<file path="src/rtl/bcd_scan_pkg.sv">
package bcd_scan_pkg;

  typedef enum logic [1:0] {
    PH_INC  = 2'd0,
    PH_GAP  = 2'd1,
    PH_SHOW = 2'd2
  } scan_phase_e;

  // Segment map: bit0=a .. bit6=g, bit7=decimal point (always off)
  function automatic logic [7:0] seg_code(input logic [3:0] d);
    logic [7:0] c;
    case (d)
      4'd0:    c = 8'h3F;
      4'd1:    c = 8'h06;
      4'd2:    c = 8'h5B;
      4'd3:    c = 8'h4F;
      4'd4:    c = 8'h66;
      4'd5:    c = 8'h6D;
      4'd6:    c = 8'h7D;
      4'd7:    c = 8'h07;
      4'd8:    c = 8'h7F;
      4'd9:    c = 8'h6F;
      default: c = 8'h00;
    endcase
    return c;
  endfunction

endpackage

</file>
<file path="src/rtl/bcd_scan_incr.sv">
module bcd_scan_incr #(
  parameter int NUM_DIGITS = 4
) (
  input  logic [NUM_DIGITS-1:0][3:0] cur,
  output logic [NUM_DIGITS-1:0][3:0] nxt
);
  // Ripple decimal carry, least significant digit first
  always_comb begin
    logic carry;
    carry = 1'b1;
    for (int i = 0; i < NUM_DIGITS; i++) begin
      if (!carry) begin
        nxt[i] = cur[i];
      end else if (cur[i] >= 4'd9) begin
        nxt[i] = 4'd0;
      end else begin
        nxt[i] = cur[i] + 4'd1;
        carry  = 1'b0;
      end
    end
  end
endmodule

</file>
<file path="src/rtl/bcd_seg_decode.sv">
module bcd_seg_decode
  import bcd_scan_pkg::*;
(
  input  logic [3:0] digit,
  input  logic       show,
  output logic [7:0] code
);
  always_comb begin
    code = show ? seg_code(digit) : 8'h00;
  end
endmodule

</file>
<file path="src/rtl/bcd_scan_ctrl.sv">
module bcd_scan_ctrl
  import bcd_scan_pkg::*;
#(
  parameter int NUM_DIGITS   = 4,
  parameter int DWELL_CYCLES = 4
) (
  input  logic                  clk,
  input  logic                  rst_n,
  output logic                  inc_en,
  output logic                  show_en,
  output logic [NUM_DIGITS-1:0] sel
);
  localparam int DWELL_W = $clog2(DWELL_CYCLES) + 1;
  localparam logic [DWELL_W-1:0] DWELL_LAST = DWELL_W'(DWELL_CYCLES - 1);

  scan_phase_e           phase_q, phase_d;
  logic [NUM_DIGITS-1:0] sel_q, sel_d;
  logic                  sel_en;
  logic [DWELL_W-1:0]    dwell_q, dwell_d;
  logic                  dwell_en;

  always_comb begin
    phase_d  = phase_q;
    sel_d    = sel_q;
    sel_en   = 1'b0;
    dwell_d  = dwell_q;
    dwell_en = 1'b0;
    case (phase_q)
      PH_INC: begin
        sel_d    = NUM_DIGITS'(1);
        sel_en   = 1'b1;
        dwell_d  = '0;
        dwell_en = 1'b1;
        phase_d  = PH_GAP;
      end
      PH_GAP: begin
        dwell_d  = '0;
        dwell_en = 1'b1;
        phase_d  = PH_SHOW;
      end
      PH_SHOW: begin
        dwell_en = 1'b1;
        if (dwell_q == DWELL_LAST) begin
          dwell_d = '0;
          sel_en  = 1'b1;
          if (sel_q[NUM_DIGITS-1]) begin
            sel_d   = '0;
            phase_d = PH_INC;
          end else begin
            sel_d   = sel_q << 1;
            phase_d = PH_GAP;
          end
        end else begin
          dwell_d = dwell_q + DWELL_W'(1);
        end
      end
      default: phase_d = PH_INC;
    endcase
  end

  always_ff @(posedge clk or negedge rst_n) begin
    if (!rst_n) begin
      phase_q <= PH_INC;
      sel_q   <= '0;
      dwell_q <= '0;
    end else begin
      phase_q <= phase_d;
      if (sel_en)   sel_q   <= sel_d;
      if (dwell_en) dwell_q <= dwell_d;
    end
  end

  assign inc_en  = (phase_q == PH_INC);
  assign show_en = (phase_q == PH_SHOW);
  assign sel     = sel_q;
endmodule

</file>
<file path="src/rtl/bcd_scan_counter.sv">
module bcd_scan_counter #(
  parameter int NUM_DIGITS   = 4,
  parameter int DWELL_CYCLES = 4,
  localparam int IDX_W = (NUM_DIGITS > 1) ? $clog2(NUM_DIGITS) : 1
) (
  input  logic                  clk,
  input  logic                  rst_n,
  input  logic                  wr_en,
  input  logic [IDX_W-1:0]      wr_idx,
  input  logic [3:0]            wr_digit,
  output logic [3:0]            seg_lo,
  output logic [3:0]            seg_hi,
  output logic [NUM_DIGITS-1:0] dig_sel
);
  // Reset: asserted asynchronously, released after two edges
  logic rst_meta_q, rst_sync_q;
  always_ff @(posedge clk or negedge rst_n) begin
    if (!rst_n) begin
      rst_meta_q <= 1'b0;
      rst_sync_q <= 1'b0;
    end else begin
      rst_meta_q <= 1'b1;
      rst_sync_q <= rst_meta_q;
    end
  end

  logic                  inc_en, show_en;
  logic [NUM_DIGITS-1:0] sel;

  bcd_scan_ctrl #(
    .NUM_DIGITS  (NUM_DIGITS),
    .DWELL_CYCLES(DWELL_CYCLES)
  ) i_ctrl (
    .clk    (clk),
    .rst_n  (rst_sync_q),
    .inc_en (inc_en),
    .show_en(show_en),
    .sel    (sel)
  );

  // Digit storage
  logic [NUM_DIGITS-1:0][3:0] digits_q, digits_d, digits_inc;
  logic                       digits_en;

  bcd_scan_incr #(.NUM_DIGITS(NUM_DIGITS)) i_incr (
    .cur(digits_q),
    .nxt(digits_inc)
  );

  always_comb begin
    digits_d  = digits_q;
    digits_en = 1'b0;
    if (wr_en) begin
      // a write wins over the increment of the same cycle
      if (int'(wr_idx) < NUM_DIGITS) begin
        digits_d[wr_idx] = wr_digit;
        digits_en        = 1'b1;
      end
    end else if (inc_en) begin
      digits_d  = digits_inc;
      digits_en = 1'b1;
    end
  end

  always_ff @(posedge clk or negedge rst_sync_q) begin
    if (!rst_sync_q) begin
      digits_q <= '0;
    end else if (digits_en) begin
      digits_q <= digits_d;
    end
  end

  // One-hot AND-OR selection of the active digit
  logic [3:0] cur_digit;
  always_comb begin
    cur_digit = 4'd0;
    for (int i = 0; i < NUM_DIGITS; i++) begin
      if (sel[i]) cur_digit = cur_digit | digits_q[i];
    end
  end

  logic [7:0] code;
  bcd_seg_decode i_dec (
    .digit(cur_digit),
    .show (show_en),
    .code (code)
  );

  assign seg_lo  = code[3:0];
  assign seg_hi  = code[7:4];
  assign dig_sel = sel;
endmodule

</file>
<file path="config.mk">
export PLATFORM = sky130hd
export DESIGN_NAME = bcd_scan_counter
export DESIGN_NICKNAME = d
export VERILOG_FILES = /design/src/rtl/bcd_scan_pkg.sv /design/src/rtl/bcd_scan_incr.sv /design/src/rtl/bcd_seg_decode.sv /design/src/rtl/bcd_scan_ctrl.sv /design/src/rtl/bcd_scan_counter.sv
export SDC_FILE = /design/constraint.sdc
export NUM_CORES = 1
export LEC_CHECK = 0
export ABC_CLOCK_PERIOD_IN_PS = 2700
export BUFFER_PORTS_ARGS = -buffer_cell sky130_fd_sc_hd__buf_4
export CORE_ASPECT_RATIO = 1.25
export CORE_MARGIN = 8
export CORE_UTILIZATION = 58
export CTS_CLUSTER_DIAMETER = 120
export CTS_CLUSTER_SIZE = 28
export DETAILED_ROUTE_END_ITERATION = 8
export GPL_ROUTABILITY_DRIVEN = 0
export PLACE_DENSITY = 0.8
export SLEW_MARGIN = 30
export SYNTH_ARGS = -nofsm -noshare
export SYNTH_HDL_FRONTEND = slang
export SYNTH_SLANG_ARGS = --single-unit
</file>
<file path="constraint.sdc">
create_clock -name clk -period 2.7 [get_ports clk]
set_clock_uncertainty 0.15 [all_clocks]
set_input_delay 0.54 -clock clk [delete_from_list [all_inputs] [get_ports clk]]
set_output_delay 0.54 -clock clk [all_outputs]
set_load 0.02 [all_outputs]
</file>
=== Yosys cells after proc, flatten, opt, wreduce, memory -nomap -nowiden ===
Memories as Yosys holds them, arrays and structs flattened.
Index checks and enable logic that the tools add are counted.
W data, S select, Z words.

* Flip-flop bits (word level): 27
* Bits in read-only memories: 112
* Input bits: 9
* Output and inout port bits: 12
* Word-level logic and storage cells: 79
* Memories kept: 1

{| class="wikitable"
|+ Memory list
! name !! depth !! width !! rd ports !! clocked after memory_dff !! write ports !! line !! text
|-
| (name not given) || 16 || 7 || 1 || 0 || 0 || bcd_scan_pkg.sv:12 || <nowiki>case (d)</nowiki>
|}

* Add/sub/neg operators: 5
* $lt $le $gt $ge: 6
* Equal/unequal tests: 4
* Multiplexer cells: 35
* Bitwise operators: 3
* Reduce and logical (&&, ||, !) cells: 16

{| class="wikitable"
|+ Operator list
! cell !! number
|-
| $mux W4 || 14
|-
| $mux W16 || 2
|-
| $add A4 B1 Y4 const B || 4
|-
| $bwmux W16 || 1
|-
| $ge A4 B4 Y1 const B || 4
|-
| $or A4 B4 Y4 || 3
|-
| $reduce_and A3 Y1 || 4
|-
| $reduce_bool A2 Y1 || 6
|-
| $mux W1 || 10
|-
| $demux W4 S2 || 1
|-
| $mux W8 || 1
|-
| $pmux W4 S2 || 1
|-
| $pmux W2 S3 || 1
|-
| $pmux W3 S2 || 1
|-
| $reduce_and A2 Y1 || 2
|-
| $add A3 B1 Y3 const B || 1
|-
| $eq A3 B2 Y1 const B || 1
|-
| $lt A2 B3 Y1 const B || 1
|-
| $mux W3 || 1
|-
| $reduce_or A3 Y1 || 1
|-
| $eq A2 B1 Y1 const B || 1
|-
| $eq A2 B2 Y1 const B || 1
|-
| $ge A2 B1 Y1 const B || 1
|-
| $logic_not A2 Y1 || 1
|-
| 5 further kinds || 5
|}

=== Depth between registers and ports, before layout ===
Gate-level depths: netlist of the first run.
An unclocked memory read counts as a cell.

* Depth in word-level cells: 9
* Gate-level depth with buffers: 8
* Mapped depth without buffers: 7

=== Modules after synthesis ===
A second synthesis of the first run with hierarchy kept.

* Cell total of the unflattened synthesis: 228
* Area total of the unflattened synthesis: 2100.8 µm²

{| class="wikitable"
|+ By module, submodules not included
! module !! times used !! cells each !! area each (µm²) !! sequential area each (µm²)
|-
| bcd_scan_counter || 1 || 78 || 914.6 || 450.4
|-
| bcd_scan_incr || 1 || 74 || 520.5 || 0.0
|-
| bcd_scan_ctrl || 1 || 41 || 432.9 || 225.2
|-
| bcd_seg_decode || 1 || 35 || 232.7 || 0.0
|}

=== Least setup slack after synthesis of the first run ===
No wires, ideal clock.

* Path type: reg-to-output
* Start: register i_ctrl.sel_q[1] (netlist: i_ctrl.sel[1])
* End: output seg_lo[0]
* Arrival: 2.163 ns
* Data required time: 2.010 ns
* Path slack: -0.153 ns
* Stages on the path, launching flop included: 8
* Buffers on the path: 0
* Cells stage by stage: dfrtp_1 -> a22o_1 -> a221oi_1 -> inv_1 -> ha_1 -> and2b_1 -> o21ai_0 -> a21oi_1

* Word-level cells in the longest chain between the ends: 7

{| class="wikitable"
|+ RTL lines
! element !! line !! text
|-
| from (decl) || bcd_scan_ctrl.sv:17 || <nowiki>logic [NUM_DIGITS-1:0] sel_q, sel_d;</nowiki>
|-
| from (signal assigned) || bcd_scan_ctrl.sv:68 || <nowiki>if (sel_en) sel_q <= sel_d;</nowiki>
|-
| $mux W4 (*) || bcd_scan_counter.sv:78 || <nowiki>if (sel[i]) cur_digit = cur_digit | digits_q[i];</nowiki>
|-
| $or A4 B4 Y4 || bcd_scan_counter.sv:78 ||
|-
| $mux W4 (*) || bcd_scan_counter.sv:78 ||
|-
| $or A4 B4 Y4 || bcd_scan_counter.sv:78 ||
|-
| $mux W4 (*) || bcd_scan_counter.sv:78 ||
|-
| $mem_v2 Z16 W7 (*) || -- ||
|-
| $mux W8 (*) || bcd_seg_decode.sv:9 || <nowiki>code = show ? seg_code(digit) : 8'h00;</nowiki>
|-
| to (decl) || bcd_scan_counter.sv:11 || <nowiki>output logic [3:0] seg_lo,</nowiki>
|}

Mark *: on every way between the ends. The rest lies on a longest branch, timed or not.

=== Worst setup path in the final report of the first run ===
* Start: register i_ctrl.sel_q[1] (netlist: i_ctrl.sel[1])
* End: output seg_hi[2]

* Word-level cells in the longest chain between the ends: 7

{| class="wikitable"
|+ RTL lines
! element !! line !! text
|-
| $mux W4 (*) || bcd_scan_counter.sv:78 ||
|-
| $or A4 B4 Y4 || bcd_scan_counter.sv:78 ||
|-
| $mux W4 (*) || bcd_scan_counter.sv:78 ||
|-
| $or A4 B4 Y4 || bcd_scan_counter.sv:78 ||
|-
| $mux W4 (*) || bcd_scan_counter.sv:78 ||
|-
| $mem_v2 Z16 W7 (*) || -- ||
|-
| $mux W8 (*) || bcd_seg_decode.sv:9 ||
|-
| to (decl) || bcd_scan_counter.sv:12 || <nowiki>output logic [3:0] seg_hi,</nowiki>
|}

Marks and branches as above.

==> results of run 1 <==
[worst max-delay path: cells and delay by family (launching register included)]
family	cells	cell delay, ps
AO/OA/AOI/OAI	3	680
buffers and inverters	3	440
flip-flops	1	440
AND/OR/NAND/NOR	1	240
[layout make-up]
cell class	count	area, sq um
Clock buffer	3	41.29
Clock inverter	1	8.758
Fill cell	240	843.3
Inverter	20	75.07
Multi-Input combinational cell	152	1200
Sequential cell	27	679.4
Tap cell	37	46.29
Timing Repair Buffer	38	300.3
[state kept, by name, summed over array words and instances (netlist names)]
name / cells
digits_q: 16
i_ctrl.sel: 4
i_ctrl.dwell_q: 3
i_ctrl.phase_q: 2
rst_meta_q: 1
rst_sync_q: 1
[timing repair]
item,in CTS,in global routing
hold endpoints to repair,2,0
endpoints found under the setup margin,7,7
cloned,1,0
gates resized for setup,14,4
buffers inserted,6,0
hold buffers,1,0
pin swaps,6,2
[cell usage after synthesis (all sizes together), types with 2 or more instances]
library cell / count / area (sq um)
buf: 4 / 28.78
nand2b: 3 / 18.77
nor3: 4 / 31.28
dfrtp: 27 / 675.7
a221oi: 4 / 58.81
nand3: 6 / 30.03
clkbuf: 4 / 15.01
nor3b: 5 / 42.54
a31oi: 2 / 27.53
nor2: 9 / 33.78
nand3b: 2 / 15.01
a21o: 2 / 15.01
a22oi: 2 / 15.01
inv: 20 / 75.07
a22o: 10 / 88.84
nand2: 15 / 56.30
conb: 2 / 7.510
and2: 2 / 12.51
or3b: 2 / 20.02
o21ai: 15 / 75.07
nor2b: 3 / 18.77
a221o: 8 / 80.08
a21oi: 17 / 96.35
and3: 3 / 18.77
ha: 18 / 225.2
[power by group through the flow]
stage / sequential (mW) / clock, mW / combinational [mW]
after detailed placement: 0.593 / 0 / 0.442
after global routing: 0.611 / 0.268 / 0.543
after global placement: 0.587 / 0 / 0.407
final: 0.600 / 0.250 / 0.487
after CTS: 0.599 / 0.254 / 0.479
after floorplan: 0.566 / 0 / 0.310
[routing by layer]
layer  track usage  share of wire  wire (microns)
met1        0.2315           0.37            1852
met2        0.3343           0.53            2679
met3       0.03199          0.070             351
met4        0.1342          0.032             160
met5             0              0               0
[placed cells by master (no fill, tap or decap), drive strengths merged, types with 3 or more instances in the layout]
| cell | instances |
|---|---|
| nor2 | 9 |
| nor2b | 3 |
| and3 | 3 |
| nand2b | 3 |
| buf | 37 |
| a21oi | 17 |
| a221oi | 4 |
| clkbuf | 3 |
| a22o | 10 |
| inv | 21 |
| o21ai | 15 |
| nand2 | 15 |
| nor3 | 4 |
| dfrtp | 27 |
| nor3b | 5 |
| a221o | 8 |
| nand3 | 6 |
| ha | 18 |
[per-stage QoR]
step	std cells	hold slack [ps]	util	TNS (ps)	worst slack, ps
2_1_floorplan	207	94.41	-	0	80.12
3_3_place_gp	266	171.4	0.6823	0	217.5
3_5_place_dp	266	135.2	0.6827	0	135.6
4_1_cts	278	138.9	0.7329	-265.6	-74.95
5_1_grt	278	184.9	0.7360	-1094	-185.1
6_report	278	119.0	0.7360	-378.5	-80.14
[path summary, 6_finish.rpt]
| check | depth (start not counted) | slack [ps] | endpoint |
|---|---|---|---|
| setup / recovery | 7 | -80 | seg_hi[2] |
| hold / removal | 0 | 120 | digits_q[2] |
| setup reg to reg | 7 | 250 | digits_q[8] |
| hold reg to reg | 0 | 120 | digits_q[2] |
| max in group asynchronous | 0 | 1880 | i_ctrl.sel[3] |
| min in group clk | 0 | 220 | rst_sync_q |
[logic make-up (layout without fill, tap and decap cells)]
kind of cell,Yosys count,count (layout),share of synthesized area
AO/OA/AOI/OAI,72,72,0.2897
AND/OR/NAND/NOR,59,59,0.1724
buffers and inverters,28,62,0.06157
flip-flops,27,27,0.3500
adder cells (fa/ha/maj),18,18,0.1167
other,2,2,0.003890
multiplexers,1,1,0.005832
==> impl_metrics.ini, run 1 <==
[synth]
synth-edff-count = 0
ys.flop_type = dfrtp_1
avgSynthCellArea_sq_um = 9.327
synth_nets = 234
ys_warn_count = 0
ys_async_sr_fraction = 1.000
postSynthCellCount = 207
synth.ff_latch_count = 27
ys_seq_area_frac = 0.3500
yosys.cell_types.count = 53
syn_area_sq_um = 1931

[route]
drc = 0
wire_per_inst_microns = 18.14
firstDrtPassIters = 7
vias = 1778
wirelength_mm = 5.044
drtIter0Drc = 98
via_per_inst = 6.396
ant_nets = 0

[cts]
clk_pin_slew_ps = 100
clock_sinks = 27
clock_latency_ps = 280
numCtsBuffers = 3
tritoncts = yes
root_buffer = clkbuf_8
cts.path.max_buffers = 2
htreeDepth = 1

[die]
io_pins = 21
initial_core_util = 0.6044
die-width_microns = 67.61
dieHeight_microns = 80.51
dieArea_sq_um = 5443
coreArea_sq_um = 3194
num_rows = 23

[sta]
grt_setup_unrepaired = true
maxSlewViolCount = 0
period_share = 1.030
fin_crit_ps = 2780
setup_slack_ps = -80.14
fmax_ghz = 0.3597
setup-violations-final = 6
final-hold-violation-count = 0
max_slew.worst_pin.slew_ps = 564.6
slew_headroom = 0.6236

[grt]
grt_pass1_vias = 1906
grt_antenna_before_repair = 0
gr-total-overflow = 0
grt_pass1_wl_mm = 8.707
grt_max_degree = 26
track_usage = 0.2023

[worst_setup_path]
crit_top_cell = buf_6
worst_ep_required_time_ps = 2010
cp_cell_sequence = buf_6, a22o_4, a221oi_4, buf_6, nand3b_1, a21oi_2, buf_6
worst_setup_path_start_kind = flop
rr_startpoint = digits_q[1]
crit_fanout = 6
slowest_stage = dfrtp_1
critical_path_arrival_ps = 2090
path_class = reg2out
cp-end-kind = primary output
cp-startpoint = i_ctrl.sel[1]
max_stage_delay_ps = 440

[power]
leakage_nw = 1.072
clkPwrFrac = 0.187
power_mw = 1.337
peakVddDrop_mv = 0.4654
sw_frac_of_total = 0.3883
p_switching_uw = 519.2
p_int_uw = 818.0
power_frac_comb = 0.365
seqPwrFrac = 0.449
p_per_area_nw_per_um2 = 568.8

[finish]
n_antenna_cell = 0
final_cell_area_sq_um = 2351
nets = 269
syn_to_final_growth_pct = 21.78
drive_above_1_share = 0.2697

[placement]
place_area_sq_um = 2181
dpl.hpwl_mm = 3.721
portBuffers = 19

[flow_run]
maxCapViolations = 0

[hold_path]
min_path_type = reg2async

[status]
status = complete, but fails checks
violations = negative setup slack
No activity file was read; power rests on OpenSTA's default activity.
==> run 2, diff against run 1 <==
--- a/config.mk
+++ b/config.mk
@@ -5,7 +5,7 @@
 export SDC_FILE = /design/constraint.sdc
 export NUM_CORES = 1
 export LEC_CHECK = 0
-export ABC_CLOCK_PERIOD_IN_PS = 2700
+export ABC_CLOCK_PERIOD_IN_PS = 3000
 export BUFFER_PORTS_ARGS = -buffer_cell sky130_fd_sc_hd__buf_4
 export CORE_ASPECT_RATIO = 1.25
 export CORE_MARGIN = 8
@@ -14,7 +14,7 @@
 export CTS_CLUSTER_SIZE = 28
 export DETAILED_ROUTE_END_ITERATION = 8
 export GPL_ROUTABILITY_DRIVEN = 0
-export PLACE_DENSITY = 0.8
+export PLACE_DENSITY_LB_ADDON = 0.1
 export SLEW_MARGIN = 30
 export SYNTH_ARGS = -nofsm -noshare
 export SYNTH_HDL_FRONTEND = slang
==> constraint.sdc (replaced) <==
create_clock -name clk -period 3 [get_ports clk]
set_clock_uncertainty 0.15 [all_clocks]
set_input_delay 0.6 -clock clk [delete_from_list [all_inputs] [get_ports clk]]
set_output_delay 0.6 -clock clk [all_outputs]
set_load 0.02 [all_outputs]
==> impl_metrics.ini, run 2 (synthesis results as in run 1) <==
[status]
status = completed

[grt]
gr-total-overflow = 0
track_usage = 0.1709
grt_antenna_before_repair = 0
grt_use_met3 = 0.02364
grt.met1_usage = 0.2100
top_usage_layer = met2
grt_pass1_vias = 1589
met2_usage = 0.2915
grt_max_degree = 26
grt_pass1_wl_mm = 7.389

[route]
wire_per_inst_microns = 16.98
drc = 0
drtIter0Drc = 136
wirelength_mm = 4.636
via_per_inst = 6.106
vias = 1667
firstDrtPassIters = 4
ant_nets = 0

[cts]
clk_pin_slew_ps = 90
cts.path.max_buffers = 2
numCtsBuffers = 3
htreeDepth = 1
tritoncts = yes
clock_sinks = 27
clock_latency_ps = 270
root_buffer = clkbuf_8

[sta]
period_share = 0.9670
fmax_ghz = 0.3447
slew_headroom = 0.5877
setup_slack_ps = 98.85
max_slew.worst_pin.slew_ps = 617.1
timing.setup.tns_ps = 0
whs_ps = 115.9
setup-violations-final = 0
grt_setup_unrepaired = true
final-hold-violation-count = 0
fin_crit_ps = 2901
maxSlewViolCount = 0

[power]
p_per_area_nw_per_um2 = 511.2
leakage_nw = 1.031
peakVddDrop_mv = 0.3823

[finish]
largest_register_ffs = 16
layout_commonest_cell = buf_4
fin_util = 0.7058
drive_above_1_share = 0.2415
final_cell_area_sq_um = 2255
top_register = digits_q
nets = 264
n_antenna_cell = 0
syn_to_final_growth_pct = 16.79
final_cell_mix = buf_4, dfrtp_1, inv_1, ha_1, a21oi_1

[worst_setup_path]
cp_cell_sequence = a22o_1, a221oi_2, buf_4, inv_2, ha_1, nor2_1, o21ai_0, a21oi_1, buf_4
critical_path_arrival_ps = 2150
worst_setup_path_start_kind = flop
max_stage_delay_ps = 480
cp-end-kind = primary output
worst_ep_required_time_ps = 2250
cp-startpoint = i_ctrl.sel[1]
rr_startpoint = digits_q[1]
crit_top_cell = buf_4
slowest_stage = dfrtp_2
crit_fanout = 7
path_class = reg2out

[placement]
place_area_sq_um = 2092
dpl.hpwl_mm = 3.317
preCtsSetupSlack_ps = 226.4
portBuffers = 19

[flow_run]
maxCapViolations = 0

[die]
dieArea_sq_um = 5443
initial_core_util = 0.6044
coreArea_sq_um = 3194
die-width_microns = 67.61
num_rows = 23
io_pins = 21
dieHeight_microns = 80.51

[hold_path]
min_path_type = reg2async
[run 2: changes by cell type in the layout (fill, tap and decap cells not counted), sizes merged]
cell,previous run,this run
buf,37,32
clkbuf,3,4
inv,21,20
[run 2: layout make-up]
cell class	instances	area [sq um]
multi-input combinational	152	1154
fill	248	939.7
sequential	27	684.4
timing repair buffer	33	250.2
inverter	20	75.07
tap	37	46.29
clock buffer	4	45.04
[run 2: where the power goes]
group	total (mW)	internal, mW	switching (mW)
Clock	0.213	0.0953	0.118
Sequential	0.549	0.427	0.122
Combinational	0.390	0.200	0.191
[run 2: path summary, 6_finish.rpt]
check	depth (start not counted)	slack (ps)	endpoint
max	9	100	seg_hi[2]
min	0	120	digits_q[10]
min in group clk	0	210	rst_sync_q
max reg2reg	7	640	digits_q[11]
min reg2reg	0	120	digits_q[10]
max in group asynchronous	2	2110	rst_sync_q
[run 2: critical path: cells and delay by family, from the launching register on]
family	cells	cell delay (ps)
compound gates	4	690
simple gates	1	130
buf+inv	3	380
flops	1	480
fa+ha+maj	1	190
[run 2: per-stage QoR]
stage,power (mW),instances
final,1.153,273
after global routing,1.222,273
after CTS,1.107,262
after detailed placement,0.8879,257
after global placement,0.8665,257
after floorplan,0.7800,207
[run 2: timing repair]
item | in CTS | in global routing
gates resized for setup | 2 | 10
hold buffers | 1 | 0
endpoints found under the hold margin | 2 | 0
buffers inserted | 0 | 11
setup endpoints to repair | 3 | 6
pin swaps | 0 | 4
[run 2: metal layers]
metal | vias to the layer above | part of all wire
met2 | 39 | 0.48
met5 | - | 0
met1 | 803 | 0.47
met4 | 0 | 0.019
li1 | 813 | -
met3 | 12 | 0.035
==> run 3, diff against run 2 <==
--- a/config.mk
+++ b/config.mk
@@ -5,6 +5,7 @@
 export SDC_FILE = /design/constraint.sdc
 export NUM_CORES = 1
 export LEC_CHECK = 0
+export ABC_AREA = 1
 export ABC_CLOCK_PERIOD_IN_PS = 3000
 export BUFFER_PORTS_ARGS = -buffer_cell sky130_fd_sc_hd__buf_4
 export CORE_ASPECT_RATIO = 1.25
==> impl_metrics.ini, run 3 <==
[route]
firstDrtPassIters = 4
wire_per_inst_microns = 12.68
drc = 0
wirelength_mm = 4.210
ant_nets = 0
drtIter0Drc = 103
vias = 1755
via_per_inst = 5.286

[synth]
yosys.area_share.adder = 0.1165
muxShareOfSynthArea = 0
synth_top_area_cell = dfrtp_1
ys_async_sr_fraction = 1.000
synth.top_cell.area_share = 0.3495
ys_seq_area_frac = 0.3495
synth_nets = 299
synth_top_family_by_area = simple AND/OR/NAND/NOR gates
yosys.cell_types.count = 24
synth-edff-count = 0
synth_xor_area_frac = 0.03172
synth.ff_latch_count = 27
synth-simple-area-share = 0.3210
ys.flop_type = dfrtp_1
avgSynthCellArea_sq_um = 7.107
synth_area_leaders = dfrtp_1, nand2_1, ha_1
ys_warn_count = 0
synth_most_common_cell = nand2_1
synth_commonest_cells = nand2_1, inv_1, nor2_1
syn_area_sq_um = 1933
postSynthCellCount = 272
synth-compound-area-share = 0.09579

[placement]
portBuffers = 19
dpl.hpwl_mm = 3.253
placed_cells = 327
place_area_sq_um = 2116

[finish]
final_cell_mix = nand2_1, inv_1, nor2_1
top_register = digits_q
drive_above_1_share = 0.1220
layout_commonest_cell = nand2_1
final_cell_area_sq_um = 2177
n_antenna_cell = 0
nets = 323
fill_cells = 280
fin_cells = 332
syn_to_final_growth_pct = 12.62
largest_register_ffs = 16

[sta]
setup-violations-final = 0
period_share = 0.9217
grt_setup_unrepaired = false
slew_headroom = 0.6274
fin_crit_ps = 2765
timing.setup.tns_ps = 0
fmax_ghz = 0.3617
final-hold-violation-count = 0
max_slew.worst_pin.slew_ps = 558.8
maxSlewViolCount = 0

[flow_run]
maxCapViolations = 0

[grt]
grt_pass1_vias = 1693
grt_pass1_wl_mm = 7.279
gr-total-overflow = 0
grt_max_degree = 26
grt_antenna_before_repair = 0
track_usage = 0.1677

[power]
p_per_area_nw_per_um2 = 521.6
leakage_nw = 1.174
seqPwrFrac = 0.454
power_frac_comb = 0.354
p_int_uw = 676.9
clkPwrFrac = 0.193
p_switching_uw = 458.6
peakVddDrop_mv = 0.3984
sw_frac_of_total = 0.4039

[worst_setup_path]
rr_startpoint = digits_q[0]
path_class = reg2out
worst_ep_required_time_ps = 2250
crit_fanout = 7
critical_path_arrival_ps = 2020
cp-startpoint = digits_q[12]
worst_setup_path_start_kind = flop
cp-end-kind = primary output

[cts]
numCtsBuffers = 3
clock_sinks = 27
tritoncts = yes
cts.path.max_buffers = 2
post_cts_buffers = 0
clk_pin_slew_ps = 100
htreeDepth = 1
clock_latency_ps = 270
root_buffer = clkbuf_8

[die]
dieArea_sq_um = 5448
initial_core_util = 0.6052
die-width_microns = 67.64
dieHeight_microns = 80.55
io_pins = 21
num_rows = 23
coreArea_sq_um = 3194

[status]
status = completed

[hold_path]
min_path_type = reg2async
==> run 3: power by group through the flow <==
stage,Clock [mW],Combinational (mW),Sequential [mW]
floorplan,0,0.329,0.491
global placement,0,0.394,0.517
detailed placement,0,0.396,0.520
CTS,0.222,0.402,0.513
global route,0.237,0.472,0.523
finish,0.219,0.402,0.515
==> run 3: cell families (layout without fill, tap and decap cells) <==
group | Yosys count | after routing
AOI/OAI and AO/OA | 32 | 32
xor gates and xnor gates | 7 | 7
adders and majority gates | 18 | 18
buffers and inverters | 41 | 64
DFF | 27 | 27
other | 2 | 2
and+or+nand+nor | 145 | 145
==> run 3: worst paths after layout <==
| check | to | slack, ps | depth (start not counted) |
|---|---|---|---|
| min reg2reg | digits_q[15] | 120 | 0 |
| max | seg_hi[2] | 230 | 9 |
| min in group clk | rst_sync_q | 210 | 0 |
| min | digits_q[15] | 120 | 0 |
| max in group asynchronous | rst_sync_q | 2130 | 2 |
| max reg2reg | digits_q[6] | 1240 | 7 |
==> run 3: through the flow <==
stage	utilization	hold WS, ps	worst slack (ps)	total power [mW]
floorplan	-	154.4	560.4	0.8203
global route	0.6816	172.0	1.880	1.233
global placement	0.6620	184.5	548.0	0.9110
CTS	0.6808	136.1	188.1	1.137
detailed placement	0.6624	126.9	507.1	0.9155
finish	0.6816	115.9	234.9	1.135
==> run 3: layer usage <==
| layer | up-vias | share of wire | GRT usage |
|---|---|---|---|
| met1 | 801 | 0.45 | 0.2012 |
| met3 | 6 | 0.046 | 0.02643 |
| li1 | 908 | - | - |
| met4 | 0 | 0.016 | 0.05241 |
| met5 | - | 0 | 0 |
| met2 | 40 | 0.48 | 0.2934 |
==> run 3: area by class of cell <==
class | instances | area [sq um] | share of cell area
Timing Repair Buffer | 20 | 152.6 | 0.07011
Sequential cell | 27 | 676.9 | 0.3109
Clock inverter | 1 | 7.507 | 0.003448
Inverter | 40 | 150.1 | 0.06897
Tap cell | 37 | 46.29 | 0.02126
Multi-Input combinational cell | 204 | 1102 | 0.5063
Clock buffer | 3 | 41.29 | 0.01897
==> run 3: repair_timing <==
item,CTS,global route
endpoints found under the hold margin,2,0
endpoints found under the setup margin,0,1
hold buffers,1,0
gates resized for setup,0,1
==> run 3: critical path, cell delays in order (launching register included) <==
cell and delay [ps]:
dfrtp_1 470, inv_1 100, o21ai_0 100, nor2_1 280
inv_1 110, ha_1 220, o21ai_0 160, nor2_1 50
nor2_1 100, buf_4 150
